--- src/rtl/lin_tx_pkg.sv ---
// Shared types and pure functions for the LIN transmit sequencer.
// Assumes byte-wide host and serializer paths.
package lin_tx_pkg;
    localparam int BYTE_W  = 8;
    localparam int OPT_DIR = 0;   // 1 = transmit frame
    localparam int OPT_SUM = 1;   // append checksum
    localparam int OPT_CRC = 2;   // append CRC-8

    typedef logic [BYTE_W-1:0] byte_t;

    typedef enum logic [2:0] {
        ST_ID, ST_LEN, ST_OPT, ST_TMO, ST_DATA, ST_CRC, ST_SUM
    } seq_state_e;

    // Protected identifier: two parity bits over the six identifier bits.
    function automatic byte_t protect_id(input byte_t id);
        logic p0, p1;
        p0 = id[0] ^ id[1] ^ id[2] ^ id[4];
        p1 = ~(id[1] ^ id[3] ^ id[4] ^ id[5]);
        return {p1, p0, id[5:0]};
    endfunction

    // One byte of MSB-first CRC-8 update.
    function automatic byte_t crc_step(input byte_t crc, input byte_t d, input byte_t poly);
        byte_t c;
        c = crc ^ d;
        for (int i = 0; i < BYTE_W; i++) begin
            c = c[BYTE_W-1] ? byte_t'((c << 1) ^ poly) : byte_t'(c << 1);
        end
        return c;
    endfunction

    // Add a byte with end-around carry.
    function automatic byte_t sum_step(input byte_t acc, input byte_t d);
        logic [BYTE_W:0] t;
        t = {1'b0, acc} + {1'b0, d};
        return byte_t'(t[BYTE_W-1:0] + {{(BYTE_W-1){1'b0}}, t[BYTE_W]});
    endfunction
endpackage

--- src/rtl/lin_tx_check.sv ---
// Running CRC and checksum over the data bytes of one frame.
// Assumes clr comes with the identifier byte and upd once per data byte.
module lin_tx_check
    import lin_tx_pkg::*;
#(
    parameter byte_t CRC_POLY = 8'h1D,
    parameter byte_t CRC_INIT = 8'h00
) (
    input  logic  clk,
    input  logic  rst_n,
    input  logic  clr,
    input  logic  upd,
    input  byte_t din,
    output byte_t crc_q,
    output byte_t sum_q
);
    // Accumulate both check values; clear on a new frame.
    always_ff @(posedge clk) begin
        if (!rst_n || clr) begin
            crc_q <= CRC_INIT;
            sum_q <= '0;
        end else if (upd) begin
            crc_q <= crc_step(crc_q, din, CRC_POLY);
            sum_q <= sum_step(sum_q, din);
        end
    end
endmodule

--- src/rtl/lin_tx_irq.sv ---
// Sticky write-1-to-clear flags with per-flag enables feeding one interrupt.
// Assumes set pulses are single cycle; set wins over a same-cycle clear.
module lin_tx_irq #(
    parameter int NFLAG = 2
) (
    input  logic             clk,
    input  logic             rst_n,
    input  logic [NFLAG-1:0] set,
    input  logic [NFLAG-1:0] clr,
    input  logic [NFLAG-1:0] en,
    output logic [NFLAG-1:0] flag,
    output logic             irq
);
    for (genvar g = 0; g < NFLAG; g++) begin : g_flag
        // Hold flag g until software writes 1 to its clear bit.
        always_ff @(posedge clk) begin
            if (!rst_n) flag[g] <= 1'b0;
            else        flag[g] <= set[g] | (flag[g] & ~clr[g]);
        end

        AST_FLAG_W1C: assert property (@(posedge clk) disable iff (!rst_n)
            clr[g] && !set[g] |=> !flag[g]);
        AST_FLAG_STICKY: assert property (@(posedge clk) disable iff (!rst_n)
            flag[g] && !clr[g] |=> flag[g]);
    end

    // Combine enabled flags.
    always_comb irq = |(flag & en);
endmodule

--- src/rtl/lin_tx_fsm.sv ---
// Byte-position sequencer: decodes identifier, length, options and
// timeout bytes, forwards data, then emits CRC and checksum on its own.
// Assumes the serializer holds ser_ready low until it takes a byte, and
// bit_err is meaningful only while a byte is pending.
module lin_tx_fsm
    import lin_tx_pkg::*;
#(
    parameter int LEN_W = 8
) (
    input  logic  clk,
    input  logic  rst_n,
    input  logic  host_wr,
    input  byte_t host_data,
    input  logic  parity_en,
    input  logic  flush,
    input  logic  bit_err,
    input  logic  lockout,
    input  logic  ser_ready,
    input  byte_t crc_val,
    input  byte_t sum_val,
    output logic  tx_ready,
    output logic  ser_valid,
    output byte_t ser_data,
    output logic  acc_clr,
    output logic  acc_upd,
    output logic  frame_done,
    output logic  abort
);
    seq_state_e       state_q;
    logic [LEN_W-1:0] left_q;
    logic             crc_en_q, sum_en_q;
    logic             busy_q, last_q;
    byte_t            byte_q;
    logic             wr_ok, hs, host_state;

    // Pick the state after payload from the tail options.
    function automatic seq_state_e tail_state(input logic c, input logic s);
        return c ? ST_CRC : (s ? ST_SUM : ST_ID);
    endfunction

    // Decode readiness and handshake events.
    always_comb begin
        host_state = (state_q == ST_ID) || (state_q == ST_LEN) || (state_q == ST_OPT)
                  || (state_q == ST_TMO) || (state_q == ST_DATA);
        tx_ready   = !busy_q && !lockout && host_state;
        wr_ok      = host_wr && tx_ready;
        hs         = busy_q && ser_ready;
        abort      = bit_err && busy_q;
        acc_clr    = flush || (wr_ok && state_q == ST_ID);
        acc_upd    = wr_ok && state_q == ST_DATA;
        frame_done = (hs && last_q)
                  || (wr_ok && state_q == ST_OPT && host_data[OPT_DIR] && left_q == '0
                      && !host_data[OPT_CRC] && !host_data[OPT_SUM]);
        ser_valid  = busy_q;
        ser_data   = byte_q;
    end

    // Main sequencer: byte position decoding, payload and tail emission.
    always_ff @(posedge clk) begin
        if (!rst_n) begin
            state_q  <= ST_ID;
            left_q   <= '0;
            crc_en_q <= 1'b0;
            sum_en_q <= 1'b0;
            busy_q   <= 1'b0;
            last_q   <= 1'b0;
            byte_q   <= '0;
        end else if (flush || abort) begin
            state_q <= ST_ID;
            busy_q  <= 1'b0;
            last_q  <= 1'b0;
        end else begin
            if (hs) begin
                busy_q <= 1'b0;
                last_q <= 1'b0;
            end
            if (wr_ok) begin
                unique case (state_q)
                    ST_ID: begin
                        byte_q  <= parity_en ? protect_id(host_data) : host_data;
                        busy_q  <= 1'b1;
                        state_q <= ST_LEN;
                    end
                    ST_LEN: begin
                        left_q  <= LEN_W'(host_data);
                        state_q <= ST_OPT;
                    end
                    ST_OPT: begin
                        crc_en_q <= host_data[OPT_CRC];
                        sum_en_q <= host_data[OPT_SUM];
                        if (!host_data[OPT_DIR])   state_q <= ST_TMO;
                        else if (left_q == '0)     state_q <= tail_state(host_data[OPT_CRC], host_data[OPT_SUM]);
                        else                       state_q <= ST_DATA;
                    end
                    ST_TMO: state_q <= ST_ID;
                    ST_DATA: begin
                        byte_q <= host_data;
                        busy_q <= 1'b1;
                        left_q <= left_q - 1'b1;
                        if (left_q == LEN_W'(1)) begin
                            state_q <= tail_state(crc_en_q, sum_en_q);
                            last_q  <= !crc_en_q && !sum_en_q;
                        end
                    end
                    default: ;
                endcase
            end else if (!busy_q) begin
                if (state_q == ST_CRC) begin
                    byte_q  <= crc_val;
                    busy_q  <= 1'b1;
                    state_q <= sum_en_q ? ST_SUM : ST_ID;
                    last_q  <= !sum_en_q;
                end else if (state_q == ST_SUM) begin
                    byte_q  <= ~sum_val;
                    busy_q  <= 1'b1;
                    state_q <= ST_ID;
                    last_q  <= 1'b1;
                end
            end
        end
    end

    AST_HOLD_BYTE: assert property (@(posedge clk) disable iff (!rst_n)
        ser_valid && !ser_ready && !bit_err && !flush |=> ser_valid && $stable(ser_data));
    AST_FLUSH_QUIET: assert property (@(posedge clk) disable iff (!rst_n)
        flush |=> !ser_valid);
    AST_ABORT_DROP: assert property (@(posedge clk) disable iff (!rst_n)
        bit_err && ser_valid |=> !ser_valid);
endmodule

--- src/rtl/lin_tx_sequencer.sv ---
// Top of the LIN frame transmit sequencer: joins the byte sequencer,
// the check-value accumulator and the interrupt flags.
// Assumes a byte handshake serializer and a host that polls tx_ready.
module lin_tx_sequencer
    import lin_tx_pkg::*;
#(
    parameter int    LEN_W    = 8,
    parameter byte_t CRC_POLY = 8'h1D,
    parameter byte_t CRC_INIT = 8'h00
) (
    input  logic       clk,
    input  logic       rst_n,
    input  logic       host_wr,
    input  logic [7:0] host_data,
    input  logic       parity_en,
    input  logic       flush,
    output logic       tx_ready,
    output logic       ser_valid,
    output logic [7:0] ser_data,
    input  logic       ser_ready,
    input  logic       bit_err,
    input  logic [1:0] irq_en,
    input  logic [1:0] irq_clr,
    output logic       flag_done,
    output logic       flag_biterr,
    output logic       irq
);
    localparam int NFLAG = 2;

    byte_t            crc_val, sum_val;
    logic             acc_clr, acc_upd, frame_done, abort;
    logic [NFLAG-1:0] flags;

    lin_tx_fsm #(.LEN_W(LEN_W)) fsm_i (
        .clk(clk), .rst_n(rst_n), .host_wr(host_wr), .host_data(host_data),
        .parity_en(parity_en), .flush(flush), .bit_err(bit_err),
        .lockout(flags[1]), .ser_ready(ser_ready), .crc_val(crc_val),
        .sum_val(sum_val), .tx_ready(tx_ready), .ser_valid(ser_valid),
        .ser_data(ser_data), .acc_clr(acc_clr), .acc_upd(acc_upd),
        .frame_done(frame_done), .abort(abort)
    );

    lin_tx_check #(.CRC_POLY(CRC_POLY), .CRC_INIT(CRC_INIT)) chk_i (
        .clk(clk), .rst_n(rst_n), .clr(acc_clr), .upd(acc_upd),
        .din(host_data), .crc_q(crc_val), .sum_q(sum_val)
    );

    lin_tx_irq #(.NFLAG(NFLAG)) irq_i (
        .clk(clk), .rst_n(rst_n), .set({abort, frame_done}), .clr(irq_clr),
        .en(irq_en), .flag(flags), .irq(irq)
    );

    // Expose individual flags.
    always_comb begin
        flag_done   = flags[0];
        flag_biterr = flags[1];
    end

    AST_LOCKOUT: assert property (@(posedge clk) disable iff (!rst_n)
        flag_biterr |-> !tx_ready);
    AST_DONE_CAUSE: assert property (@(posedge clk) disable iff (!rst_n)
        $rose(flag_done) |-> $past(ser_ready || host_wr));
endmodule

--- config.mk ---
export PLATFORM = sky130hd
export DESIGN_NAME = lin_tx_sequencer
export DESIGN_NICKNAME = d
export VERILOG_FILES = /design/src/rtl/lin_tx_pkg.sv /design/src/rtl/lin_tx_check.sv /design/src/rtl/lin_tx_irq.sv /design/src/rtl/lin_tx_fsm.sv /design/src/rtl/lin_tx_sequencer.sv
export SDC_FILE = /design/constraint.sdc
export NUM_CORES = 1
export LEC_CHECK = 0
export ABC_AREA = 0
export CORE_AREA = 3 3 63 89
export CTS_CLUSTER_DIAMETER = 150
export DETAILED_ROUTE_END_ITERATION = 10
export DIE_AREA = 0 0 66 92
export PLACE_DENSITY_LB_ADDON = 0.08
export SLEW_MARGIN = 20
export SYNTH_ARGS = -nofsm -noshare
export SYNTH_HDL_FRONTEND = slang
export SYNTH_SLANG_ARGS = --single-unit
--- constraint.sdc ---
create_clock -name clk -period 5.9 [get_ports clk]
set_input_delay 0.885 -clock clk [delete_from_list [all_inputs] [get_ports clk]]
set_output_delay 0.885 -clock clk [all_outputs]
set_load 0.01 [all_outputs]
; ---- Word level (Yosys, flattened, before mapping)
; Cells that the tools add are included.
[classes]
n_addsub = 3
n_bitwise = 26
n_eq_ne = 11
n_mux = 40
reduce_logical = 40
[op_table]
columns = op, count
row1 = $mux 5, 8
row2 = $mux 8, 5
row3 = $mux 3, 11
row4 = $not 4->4, 8
row5 = $pmux 8 s2, 2
row6 = $pmux 3 s5, 1
row7 = $logic_and 1x1->1, 14
row8 = $mux 1, 13
row9 = $add 8x8->9, 1
row10 = $eq 3x3->1 const B, 3
row11 = $add 8x1->8, 1
row12 = $eq 8x1->1 const B, 1
row13 = $logic_not 8->1, 1
row14 = $logic_or 1x1->1, 8
row15 = $not 8->8, 1
row16 = $reduce_and 4->1, 2
row17 = $sub 8x1->8 const B, 1
row18 = $xor 8x8->8, 1
row19 = $logic_not 1->1, 7
row20 = $eq 3x2->1 const B, 2
row21 = $ne 3x3->1 const B, 2
row22 = $ne 6x6->1 const B, 1
row23 = $reduce_and 3->1, 2
row24 = $reduce_or 2->1, 3
row25 = 10 further kinds, 21
[totals]
input_bits = 19
output_inout_bits = 13
wordCells = 131
ff_bits = 41

; ---- Logic depth before layout (Yosys ltp)
[depth]
depth_word = 17
ltp_mapped = 15
mapped_depth_nobuf = 15

; ---- Cells and area by module
; From an unflattened synthesis, not the netlist that was laid out.
[unflattened]
hier_cells = 371
hier_area_um2 = 2986.6
[modules_own_cells]
columns = module, area_each_um2, seq_area_each_um2, n_inst, cells_each
row1 = lin_tx_fsm, 1655.3, 460.4, 1, 222
row2 = lin_tx_check, 1253.7, 320.3, 1, 142
row3 = lin_tx_irq, 77.6, 40.0, 1, 7

; ---- Worst setup path after synthesis
; OpenSTA, ideal clock, no wires.
[synth_timing]
kind = input port to flip-flop
from = input host_data[1]
to = register chk_i.sum_q[7]
n_path_buf = 1
slack_ns = 2.351
setup_time_ns = 0.117
t_required_ns = 5.783
arrival_ns = 3.432
cell_stages = 15
path_cell_list = buf_2 inv_1 fa_1 nor2b_4 o31a_1 o21a_1 o21a_1 o21ai_0 nand2b_1 ha_1 and3_1 nand3_1 nor4b_2 xnor3_1 a32o_1
[synth_via]
elab_chain_cells = 2
[synth_rtl]
columns = item, line_no
row1 = from (decl), lin_tx_sequencer.sv:14  ; input logic [7:0] host_data,
row2 = $add 8x8->9, lin_tx_pkg.sv:36  ; t = {1'b0, acc} + {1'b0, d};
row3 = $add 8x1->8, lin_tx_pkg.sv:37  ; return byte_t'(t[BYTE_W-1:0] + {{(BYTE_W-1){1'b0}}, t[BYTE_W]});
row4 = to (signal assigned), lin_tx_check.sv:24  ; sum_q <= sum_step(sum_q, din);
row5 = to (decl), lin_tx_check.sv:15  ; output byte_t sum_q
; Every way passes these cells.
; A chain may end at the register's enable or synchronous reset.

; ---- Worst setup path after layout
[layout_timing]
from = input host_data[0]
to = register chk_i.sum_q[7]
; The elaborated chain is that of the path after synthesis.

==> flow_metrics.py <==
metrics = {
    "worst_hold_path": {
        "timing.hold.worst.start": "fsm_i.ser_data[4]",
        "hold_path_class": "reg -> reg",
    },
    "critical_path": {
        "crit_arrival_ps": 4480,
        "critical_path.endpoint_type": "flip-flop",
        "worst_r2r_startpoint": "chk_i.sum_q[0]",
        "worstPathRequired_ps": 6100,
        "critPathMaxFanout": 10,
        "timing.critical_path.from_type": "input pin",
        "worst-setup-path-type": "in -> reg",
        "crit_path_start": "host_data[0]",
    },
    "power_and_ir_drop": {
        "switching_share_pct": 28.3,
        "cellPowerDensity_nw_per_um2": 182,
        "p_comb_share_pct": 19.9,
        "power.internal_mw": 0.436,
        "power_frac_seq_pct": 47.4,
        "ir_drop_mv": 0.140,
        "power.total_mw": 0.608,
        "p_leak_nw": 1.20,
        "clock_power_share_pct": 32.6,
        "p_switching_mw": 0.172,
    },
    "timing": {
        "worst_slew_margin_pct": 49.9,
        "hold_viol": 0,
        "setup_repair_after_global_routing_missed_its_margin": "false",
        "finalCritPeriodShare_pct": 72.6,
        "timing.fmax_mhz": 233,
        "clock-skew-final_ps": 15.9,
        "finalSetupViolCount": 0,
        "tightest_slew_ps": 745,
        "finalMaxSlewViolations": 0,
        "layout_min_cycle_time_ps": 4290,
        "total_negative_slack_ps": 0,
        "layout_setup_ws_ps": 1610,
    },
    "yosys": {
        "synth-edff-count": 0,
        "ys_warnings": 0,
        "asyncSetResetFlopFracSynth_pct": 0,
        "synth.avg_cell_area_um2": 8.01,
        "synth-seq-area-share_pct": 28.1,
        "yosysUniqueCellTypes": 50,
        "synthFlopType": "sky130_fd_sc_hd__dfxtp_1",
        "synth_nets": 397,
        "postSynthRegisterBits": 41,
        "syn-instance-count": 364,
        "synth_area_um2": 2920,
    },
    "outcome": {
        "run_status": "finished clean",
    },
    "place": {
        "place_worst_setup_slack_ps": 1320,
        "dp_cells": 440,
        "placed_cell_area_um2": 3240,
        "gp_routability_congestion": 0.849,
        "place_hpwl_mm": 5.50,
        "port_buffer_count": 31,
    },
    "die": {
        "fp.coreArea_um2": 4840,
        "fp.dieH_um": 92,
        "dieArea_um2": 6070,
        "rows": 30,
        "io-pin-count": 32,
        "initial_core_util_pct": 60.2,
        "die_w_um": 66,
    },
    "run": {
        "timing.max_cap.violations": 0,
    },
    "finish": {
        "layout-drive-gt1-share_pct": 4.43,
        "final_design_area_no_fill_um2": 3330,
        "final_net_count": 416,
        "final.fill_count": 423,
        "final-instance-count-excl-fill": 448,
        "diodes": 0,
        "areaGrowthSynthToFinish_pct": 14.2,
        "layout_common_cells": "sky130_fd_sc_hd__nor2_1, sky130_fd_sc_hd__dfxtp_1, sky130_fd_sc_hd__xnor2_1",
    },
    "global_route": {
        "antenna_violations_before_repair": 0,
        "first_global_vias": 2598,
        "total_track_usage_pct": 25.4,
        "largest_net_degree_at_the_start_of_global_routing": 27,
        "gr-total-overflow": 0,
        "grt_pass1_wl_mm": 12.0,
    },
    "drt": {
        "dr.pass1.iters": 4,
        "antenna_violating_nets_post_route": 0,
        "vias": 2632,
        "route.detailed.wl_per_inst_um": 16.3,
        "drtIter0Drc": 213,
        "detail_route.vias_per_cell": 5.88,
        "drc": 0,
        "finalWirelength_mm": 7.28,
    },
    "clock_network": {
        "tritoncts": "yes",
        "h-tree-depth": 2,
        "cts_root_buffer": "sky130_fd_sc_hd__clkbuf_8",
        "path_clk_slew_ps": 80,
        "clock_sink_count": 41,
        "post_cts_resize_count": 0,
        "cts_hold_repair.buffers": 0,
        "inserted_clock_buffers": 5,
        "clock_path_buffers": 2,
        "clk_latency_ps": 310,
        "cts_post_setup_buffers_inserted": 0,
    },
}
==> cell type report <==
class | count | area, um^2 | share of cell area, %
Tap cell | 64 | 80.1 | 2.40
Clock buffer | 6 | 82.6 | 2.48
Sequential cell | 41 | 821 | 24.6
Multi-Input combinational cell | 292 | 1970 | 59.1
Clock inverter | 2 | 13.8 | 0.413
Inverter | 9 | 33.8 | 1.01
Timing Repair Buffer | 34 | 333 | 9.99
==> final timing paths <==
kind,slack (ps),cells after the start,to
worst max-delay path,1610,16,chk_i.sum_q[7]
worst min-delay path,470,2,fsm_i.ser_data[4]
worst max register to register,2670,15,chk_i.sum_q[7]
worst min register to register,470,2,fsm_i.ser_data[4]
==> through the flow <==
stage,hold WS (ps),utilization [%]
floorplan,487,-
global placement,459,66.8
detailed placement,461,66.8
CTS,472,68.8
global route,500,68.8
finish,469,68.8
==> state kept, by name, summed over array words and instances, names as in the netlist <==
name,flops
fsm_i.crc_en_q,1
fsm_i.ser_data,8
fsm_i.state_q,3
fsm_i.left_q,8
fsm_i.last_q,1
chk_i.crc_q,8
fsm_i.ser_valid,1
chk_i.sum_q,8
fsm_i.sum_en_q,1
irq_i.flag,2
==> layer usage <==
metal	vias to the layer above	GRT usage, %	wire, um
li1	1329	-	-
met1	1232	28.8	2980
met2	59	47.0	3920
met3	12	4.41	278
met4	0	7.29	112
met5	-	0	0
==> power by group through the flow <==
stage	Sequential [mW]	Clock [mW]	Combinational, mW
after detailed placement	0.295	0	0.120
after floorplan	0.294	0	0.0776
after global placement	0.294	0	0.119
final	0.288	0.198	0.121
after global routing	0.289	0.211	0.132
after CTS	0.288	0.201	0.121
==> Yosys cell counts (2+ instances only) <==
cell type | n | share of area (%)
sky130_fd_sc_hd__dfxtp_1 | 41 | 28
sky130_fd_sc_hd__nor2_1 | 41 | 5.3
sky130_fd_sc_hd__xnor2_1 | 34 | 10
sky130_fd_sc_hd__nand2_1 | 32 | 4.1
sky130_fd_sc_hd__o21ai_0 | 21 | 3.6
sky130_fd_sc_hd__a21oi_1 | 18 | 3.1
sky130_fd_sc_hd__clkbuf_1 | 13 | 1.7
sky130_fd_sc_hd__ha_1 | 13 | 5.6
sky130_fd_sc_hd__a211oi_1 | 12 | 3.1
sky130_fd_sc_hd__o211ai_1 | 12 | 3.1
sky130_fd_sc_hd__nand3_1 | 11 | 1.9
sky130_fd_sc_hd__xor2_1 | 10 | 3.0
sky130_fd_sc_hd__buf_2 | 9 | 1.5
sky130_fd_sc_hd__inv_1 | 9 | 1.2
sky130_fd_sc_hd__mux2i_1 | 8 | 2.7
sky130_fd_sc_hd__a21boi_0 | 6 | 1.5
sky130_fd_sc_hd__and2_1 | 6 | 1.3
sky130_fd_sc_hd__nor3_1 | 6 | 1.0
sky130_fd_sc_hd__a31oi_1 | 5 | 1.1
sky130_fd_sc_hd__nand2b_1 | 5 | 1.1
sky130_fd_sc_hd__o21a_1 | 5 | 1.3
sky130_fd_sc_hd__nor2b_1 | 4 | 0.86
sky130_fd_sc_hd__nor3b_1 | 4 | 1.0
sky130_fd_sc_hd__o211a_1 | 4 | 1.4
sky130_fd_sc_hd__and3_1 | 3 | 0.64
sky130_fd_sc_hd__o21bai_1 | 3 | 0.77
sky130_fd_sc_hd__o221a_2 | 3 | 1.2
sky130_fd_sc_hd__a41oi_1 | 2 | 0.60
sky130_fd_sc_hd__o31a_1 | 2 | 0.60
sky130_fd_sc_hd__or3_1 | 2 | 0.43
==> worst max-delay path, cell delays in order <==
cell and delay [ps]:
sky130_fd_sc_hd__clkdlybuf4s50_1 770, sky130_fd_sc_hd__ha_1 280, sky130_fd_sc_hd__inv_1 70, sky130_fd_sc_hd__fa_1 460, sky130_fd_sc_hd__nor2b_4 130, sky130_fd_sc_hd__o31a_1 140
sky130_fd_sc_hd__o21a_1 140, sky130_fd_sc_hd__o21a_1 160, sky130_fd_sc_hd__o21ai_0 100, sky130_fd_sc_hd__nand2b_1 90, sky130_fd_sc_hd__ha_1 170, sky130_fd_sc_hd__and3_1 190
sky130_fd_sc_hd__nand3_1 120, sky130_fd_sc_hd__nor4b_2 270, sky130_fd_sc_hd__xnor3_1 250, sky130_fd_sc_hd__a32o_1 260
==> logic make-up after synthesis <==
logic type	after synthesis	share of synthesized area [%]
flip-flops	41	28.1
AND/OR/NAND/NOR	123	20.6
multiplexers	8	2.75
AO/OA/AOI/OAI	102	23.9
adder cells (fa/ha/maj)	14	6.26
buffers and inverters	31	4.38
XOR/XNOR	45	14.0
Power figures use the tool's default switching activity.
